<file path="config.mk">
export PLATFORM = sky130hd
export DESIGN_NAME = opf_top
export DESIGN_NICKNAME = d
export VERILOG_FILES = /design/src/rtl/opf_pkg.sv /design/src/rtl/opf_decode.sv /design/src/rtl/opf_iram.sv /design/src/rtl/opf_sfr.sv /design/src/rtl/opf_top.sv
export SDC_FILE = /design/constraint.sdc
export NUM_CORES = 2
export LEC_CHECK = 0
export ABC_AREA = 1
export BUFFER_PORTS_ARGS = -buffer_cell sky130_fd_sc_hd__buf_2
export CELL_PAD_IN_SITES_DETAIL_PLACEMENT = 1
export CELL_PAD_IN_SITES_GLOBAL_PLACEMENT = 1
export CORE_ASPECT_RATIO = 2
export CORE_UTILIZATION = 53
export DETAILED_ROUTE_END_ITERATION = 12
export PLACE_DENSITY_LB_ADDON = 0.25
export SETUP_SLACK_MARGIN = 0.5
export SYNTH_ARGS = -nofsm -noshare
export SYNTH_HDL_FRONTEND = slang
export SYNTH_SLANG_ARGS = --single-unit
</file>
<file path="constraint.sdc">
create_clock -name clk -period 5.4 [get_ports clk]
set_input_delay 0.81 -clock clk [delete_from_list [all_inputs] [get_ports clk]]
set_output_delay 0.81 -clock clk [all_outputs]
set_load 0.05 [all_outputs]
</file>
<file path="src/rtl/opf_pkg.sv">
package opf_pkg;
  localparam int DW     = 8;
  localparam int PCW    = 16;
  localparam int NREGS  = 8;
  localparam logic [DW-1:0] ACC_ADDR = 8'hE0;

  typedef enum logic [2:0] {
    K_ILL, K_ADDI, K_MOVR, K_MOVD, K_MOVDD, K_MOVI, K_STI, K_MOVC
  } kind_e;

  typedef enum logic [1:0] {S_OPC, S_OP1, S_OP2, S_EXE} phase_e;

  function automatic kind_e kind_of(logic [DW-1:0] op);
    kind_e k;
    if (op == 8'h24)               k = K_ADDI;
    else if (op[7:3] == 5'b11101)  k = K_MOVR;
    else if (op == 8'hE5)          k = K_MOVD;
    else if (op == 8'h85)          k = K_MOVDD;
    else if (op[7:1] == 7'b1110011) k = K_MOVI;
    else if (op[7:1] == 7'b1010011) k = K_STI;
    else if (op == 8'h93)          k = K_MOVC;
    else                           k = K_ILL;
    return k;
  endfunction

  function automatic logic [1:0] operand_count(kind_e k);
    case (k)
      K_ADDI, K_MOVD, K_STI: return 2'd1;
      K_MOVDD:               return 2'd2;
      default:               return 2'd0;
    endcase
  endfunction

  function automatic logic [PCW-1:0] code_index(logic [PCW-1:0] ptr, logic [DW-1:0] a);
    return ptr + {{(PCW-DW){1'b0}}, a};
  endfunction

  function automatic logic [DW:0] add_carry(logic [DW-1:0] a, logic [DW-1:0] b);
    return {1'b0, a} + {1'b0, b};
  endfunction
endpackage

</file>
<file path="src/rtl/opf_decode.sv">
module opf_decode
  import opf_pkg::*;
(
  input  logic [DW-1:0] op,
  output kind_e         kind,
  output logic [1:0]    nopr
);
  always_comb begin
    kind = kind_of(op);
    nopr = operand_count(kind);
  end
endmodule

</file>
<file path="src/rtl/opf_iram.sv">
module opf_iram #(
  parameter int AW = 8,
  parameter int DW = 8
) (
  input  logic          clk,
  input  logic          rst_n,
  input  logic          we,
  input  logic [AW-1:0] waddr,
  input  logic [DW-1:0] wdata,
  input  logic [AW-1:0] dir_addr,
  output logic [DW-1:0] dir_data,
  input  logic          ptr_sel,
  output logic [DW-1:0] ptr_data,
  input  logic [AW-1:0] ind_addr,
  output logic [DW-1:0] ind_data
);
  localparam int DEPTH = 1 << AW;
  logic [DW-1:0] mem [DEPTH];

  always_ff @(posedge clk) begin
    if (!rst_n) begin
      for (int i = 0; i < DEPTH; i++) mem[i] <= '0;
    end else if (we) begin
      mem[waddr] <= wdata;
    end
  end

  assign dir_data = mem[dir_addr];
  assign ptr_data = mem[{{(AW-1){1'b0}}, ptr_sel}];
  assign ind_data = mem[ind_addr];


  wr_land_chk: assert property (@(posedge clk) disable iff (!rst_n)
    we |=> mem[$past(waddr)] == $past(wdata));
endmodule

</file>
<file path="src/rtl/opf_sfr.sv">
module opf_sfr #(
  parameter int DW = 8,
  parameter logic [DW-1:0] SP_INIT = 8'h07
) (
  input  logic            clk,
  input  logic            rst_n,
  input  logic            we,
  input  logic [DW-1:0]   waddr,
  input  logic [DW-1:0]   wdata,
  input  logic [DW-1:0]   raddr,
  output logic [DW-1:0]   rdata,
  output logic [2*DW-1:0] dptr
);
  localparam logic [DW-1:0] A_SP = 8'h81, A_DPL = 8'h82, A_DPH = 8'h83;
  localparam logic [DW-1:0] A_IEN = 8'hA8, A_IPR = 8'hB8;

  logic [DW-1:0] sp, dpl, dph, ien, ipr;

  always_ff @(posedge clk) begin
    if (!rst_n) begin
      sp <= SP_INIT; dpl <= '0; dph <= '0; ien <= '0; ipr <= '0;
    end else if (we) begin
      case (waddr)
        A_SP:  sp  <= wdata;
        A_DPL: dpl <= wdata;
        A_DPH: dph <= wdata;
        A_IEN: ien <= wdata;
        A_IPR: ipr <= wdata;
        default: ;
      endcase
    end
  end

  always_comb begin
    case (raddr)
      A_SP:    rdata = sp;
      A_DPL:   rdata = dpl;
      A_DPH:   rdata = dph;
      A_IEN:   rdata = ien;
      A_IPR:   rdata = ipr;
      default: rdata = '0;
    endcase
  end

  assign dptr = {dph, dpl};


  sp_hold_chk: assert property (@(posedge clk) disable iff (!rst_n)
    !(we && waddr == A_SP) |=> sp == $past(sp));
endmodule

</file>
<file path="src/rtl/opf_top.sv">
module opf_top
  import opf_pkg::*;
(
  input  logic           clk,
  input  logic           rst_n,
  output logic [PCW-1:0] code_addr,
  input  logic [DW-1:0]  code_byte,
  output logic [DW-1:0]  acc_o,
  output logic           carry_o,
  output logic [PCW-1:0] pc_o,
  output logic           done_o,
  output logic           illegal_o
);
  phase_e         st;
  logic [DW-1:0]  opc, b1, b2, acc;
  logic           cy, done_q, ill_q;
  logic [PCW-1:0] pc;

  logic [DW-1:0]  dec_op;
  kind_e          kind;
  logic [1:0]     nopr;

  assign dec_op = (st == S_OPC) ? code_byte : opc;
  opf_decode u_dec (.op(dec_op), .kind(kind), .nopr(nopr));

  // named internal events
  logic exe, wr_go, to_sfr, ram_we, sfr_we, acc_dir_we;
  logic [DW-1:0] dir_ra, dir_rd, ptr_rd, ind_rd, sfr_rd, src_byte, wr_addr;
  logic [2*DW-1:0] dptr;
  logic [DW:0] sum;

  assign exe        = (st == S_EXE);
  assign wr_go      = exe && (kind == K_MOVDD || kind == K_STI);
  assign to_sfr     = (kind == K_MOVDD) && b2[DW-1];
  assign ram_we     = wr_go && !to_sfr;
  assign sfr_we     = wr_go && to_sfr && (b2 != ACC_ADDR);
  assign acc_dir_we = wr_go && to_sfr && (b2 == ACC_ADDR);
  assign wr_addr    = (kind == K_STI) ? ptr_rd : b2;
  assign dir_ra     = (kind == K_MOVR) ? {{(DW-3){1'b0}}, opc[2:0]} : b1;
  assign src_byte   = !b1[DW-1] ? dir_rd : (b1 == ACC_ADDR) ? acc : sfr_rd;
  assign sum        = add_carry(acc, b1);

  opf_iram #(.AW(DW), .DW(DW)) u_ram (
    .clk(clk), .rst_n(rst_n),
    .we(ram_we), .waddr(wr_addr), .wdata(src_byte),
    .dir_addr(dir_ra), .dir_data(dir_rd),
    .ptr_sel(opc[0]), .ptr_data(ptr_rd),
    .ind_addr(ptr_rd), .ind_data(ind_rd)
  );

  opf_sfr #(.DW(DW)) u_sfr (
    .clk(clk), .rst_n(rst_n),
    .we(sfr_we), .waddr(b2), .wdata(src_byte),
    .raddr(b1), .rdata(sfr_rd), .dptr(dptr)
  );

  assign code_addr = (exe && kind == K_MOVC) ? code_index(dptr, acc) : pc;

  always_ff @(posedge clk) begin
    if (!rst_n) begin
      st <= S_OPC; opc <= '0; b1 <= '0; b2 <= '0; acc <= '0;
      cy <= 1'b0; pc <= '0; done_q <= 1'b0; ill_q <= 1'b0;
    end else begin
      done_q <= 1'b0;
      ill_q  <= 1'b0;
      case (st)
        S_OPC: begin
          pc <= pc + 1'b1;
          if (kind == K_ILL) ill_q <= 1'b1;
          else begin
            opc <= code_byte;
            st  <= (nopr == 2'd0) ? S_EXE : S_OP1;
          end
        end
        S_OP1: begin
          b1 <= code_byte;
          pc <= pc + 1'b1;
          st <= (nopr == 2'd2) ? S_OP2 : S_EXE;
        end
        S_OP2: begin
          b2 <= code_byte;
          pc <= pc + 1'b1;
          st <= S_EXE;
        end
        default: begin
          done_q <= 1'b1;
          st     <= S_OPC;
          case (kind)
            K_ADDI:  {cy, acc} <= sum;
            K_MOVR:  acc <= dir_rd;
            K_MOVD:  acc <= src_byte;
            K_MOVI:  acc <= ind_rd;
            K_MOVC:  acc <= code_byte;
            K_MOVDD: if (acc_dir_we) acc <= src_byte;
            default: ;
          endcase
        end
      endcase
    end
  end

  assign acc_o     = acc;
  assign carry_o   = cy;
  assign pc_o      = pc;
  assign done_o    = done_q;
  assign illegal_o = ill_q;


  ill_pc_chk: assert property (@(posedge clk) disable iff (!rst_n)
    ill_q |-> pc == $past(pc) + 16'd1);

  exe_done_chk: assert property (@(posedge clk) disable iff (!rst_n)
    exe |=> done_q);

  done_ill_excl_chk: assert property (@(posedge clk) disable iff (!rst_n)
    !(done_q && ill_q));

  two_opr_chk: assert property (@(posedge clk) disable iff (!rst_n)
    (st == S_OP2) |-> kind == K_MOVDD);

  upper_ram_wr_chk: assert property (@(posedge clk) disable iff (!rst_n)
    (ram_we && wr_addr[DW-1]) |-> kind == K_STI);

  movc_carry_chk: assert property (@(posedge clk) disable iff (!rst_n)
    (exe && kind == K_MOVC) |=> cy == $past(cy));
endmodule

</file>
==> metrics.txt <==
Reg-to-Reg Start b1[7]$_SDFFE_PN0P_; Hold Crit Class input pin to flop; M1 wire length 144 mm; final WL 479 mm; Cells after Synth 12600; worst endpoint required time 6.11 ns; RSZ-0062 raised after global routing yes; core area 203000 um^2; CP startpoint b1[7]$_SDFFE_PN0P_; asr flop ratio synth 0%; Worst Skew 0.0580 ns; post-synthesis net count 12700; final design instance area without fill 122000 um^2; Die Y 642 um; Startpoint Class flop; flop2flop setup slack 0.36 ns; fin cells 15400; Post-Route Setup TNS 0 ns; flip-flop and latch area 63400 um^2; TritonCTS Buffers 197; DRC Markers 0; H-tree levels 4; CTS tree built; Final Slew Violations 4; number of global-route vias before repair 106000; # hold bufs at CTS 0; area delta synth->final 12.2%; antenna violations before repair 30; slew margin rel. -18.8%; post-route ant nets 0; via count 102000; synth unique cells 41; pin count of the biggest net entering global routing 209; part of the Yosys area used for sequential elements 58.5%; crit-path max FO 21; Worst-Skew Late Latency 0.91 ns; fin nets 12500; total clock sinks 2142; die outline width 322 um; Final HPWL DP 309 mm; Starting Density 53.4%; Max-Cap Viols 1; Slew @ Worst Pin 1.78 ns; FF+latch count, synth 2142; Synth Flop Type edfxtp_1; clock input transition at the sequential cells of the worst setup and hold paths 0.07 ns; commonest non-fill, non-tap cell in the layout nand2_1; endpoints failing setup 0; CP Class flop to flop; worst vdd ir 0.623 mV; per-cell routed wire length 31.2 um; area occupied by multi-input gates 40700 um^2; Placed Instances 15000; outcome complete, but fails checks; clk buf depth 4; Max Freq 198 MHz; layout cells sized above 1 8.46%; Die ar. 206000 um^2; PortBufs 52; GP Congestion 1.01; PwrDens 519 nW/um^2; Post-synth EDFFs 2048; commonest non-fill, non-tap cells in the layout 3702 x nand2_1, 3044 x nand3_1, 2166 x nor2_1; post-layout min period 5.04 ns; final hold violations 0; worst path arrival time 5.76 ns; Global Route Usage Sum 45.4%; wire length of the first global-routing pass 685 mm; IO Count 53; static leakage 45.9 nW; Final period util 93.4%; met2 routed WL 232 mm; drt first pass iters 6; vias per inst 6.67; Crit. End Element flop; FP Rows 234; metal3 WL 44.2 mm; total overflow reported by the global router 0; Post-Syn Area 108000 um^2; root buffer cell clkbuf_16; Fill cells 23400; 1st-iter DRT viols 13100; failing checks capacitance limit, slew limit; Area after DPL 114000 um^2; Max Used Layer met5; worst hold start code_byte[4]; syn_area_per_cell 8.59 um^2; YS warnings 0
-- timing repair --
| item | CTS | global route |
|---|---|---|
| pin swaps | 5 | 3 |
| endpoints found under the hold margin | 0 | 0 |
| resized for setup | 38 | 73 |
| buffers inserted | 18 | 13 |
| endpoints found under the setup margin | 1881 | 2378 |
| gates cloned | 3 | 15 |
-- through the flow --
stage / worst slack [ns] / hold slack (ns) / util, % / total power (W)
after floorplan: 1.52 / 0.443 / - / 0.0334
after global placement: 0.390 / 0.455 / 56.1 / 0.0448
after detailed placement: 0.245 / 0.469 / 56.1 / 0.0455
after CTS: 0.446 / 0.238 / 59.4 / 0.0602
after global routing: 0.345 / 0.314 / 59.9 / 0.0637
final: 0.356 / 0.249 / 59.9 / 0.0632
-- sequential cells by signal, indices dropped and copies added, names as in the netlist, 2 cells and up, named ones only --
| name | count |
|---|---|
| b1 | 8 |
| u_sfr.dph | 8 |
| u_sfr.sp | 8 |
| opc | 8 |
| u_sfr.ien | 8 |
| u_sfr.dpl | 8 |
| b2 | 8 |
| st | 2 |
| pc_o | 16 |
| u_sfr.ipr | 8 |
| u_ram.mem | 2048 |
| acc_o | 8 |
-- cells by family after synthesis --
group / synth area share, %
buffers and inverters: 4.76
flip-flops: 58.5
AO/OA/AOI/OAI: 1.30
adder cells (fa/ha/maj): 0.302
XOR/XNOR: 0.0889
AND/OR/NAND/NOR: 35.1
-- report_power, final --
group	switching (W)	leakage [nW]	internal [W]
clock network	0.00670	3.09	0.00795
registers	0.000392	21.9	0.0187
logic	0.0217	20.9	0.00769
-- critical path, stage by stage, from the launching register on --
cell       delay (ns)
dfxtp_1          0.61
clkinv_1         0.59
nor2_1           0.36
inv_1            0.08
nor3_1           0.20
nand4_1          0.35
o2111ai_1        1.50
nand2_8          0.47
buf_16           0.36
nor2_1           0.25
-- synth_stat cells (12+ instances only) --
master / instances / area, um^2
buf_6: 56 / 631
buf_2: 338 / 1690
o21ai_1: 15 / 75.1
inv_1: 136 / 510
nor3_1: 25 / 125
inv_2: 24 / 90.1
a21oi_1: 87 / 435
nand2_1: 3707 / 13900
buf_1: 56 / 210
edfxtp_1: 2048 / 61500
clkbuf_1: 508 / 1910
o21ai_0: 114 / 571
ha_1: 23 / 288
nand3_1: 3091 / 15500
nor2_1: 2168 / 8140
buf_4: 12 / 90.1
dfxtp_1: 94 / 1880
nor3_2: 15 / 150
-- metal layers --
| layer | vias up | GRT usage [%] |
|---|---|---|
| met4 | 18 | 48.7 |
| met3 | 2572 | 9.92 |
| met1 | 50500 | 45.1 |
| met2 | 6944 | 75.4 |
| li1 | 42400 | - |
| met5 | - | 0 |
-- worst paths after layout --
path                                endpoint  cells after the start
max          u_ram.mem[246][7]$_SDFFCE_PN0P_                      9
min                      opc[4]$_SDFFE_PN0P_                      3
max reg2reg  u_ram.mem[246][7]$_SDFFCE_PN0P_                      9
min reg2reg              opc[4]$_SDFFE_PN0P_                      2
-- final cells by class --
class                           count  share of cell area (%)
Sequential cell                  2142                    52.1
Clock inverter                    115                    1.01
Antenna cell                       24                  0.0494
Multi-Input combinational cell   9342                    33.5
Clock buffer                      231                    4.24
Timing Repair Buffer              635                    5.81
Inverter                          167                   0.542
Tap cell                         2714                    2.79
No activity file was read; power rests on OpenSTA's default activity.
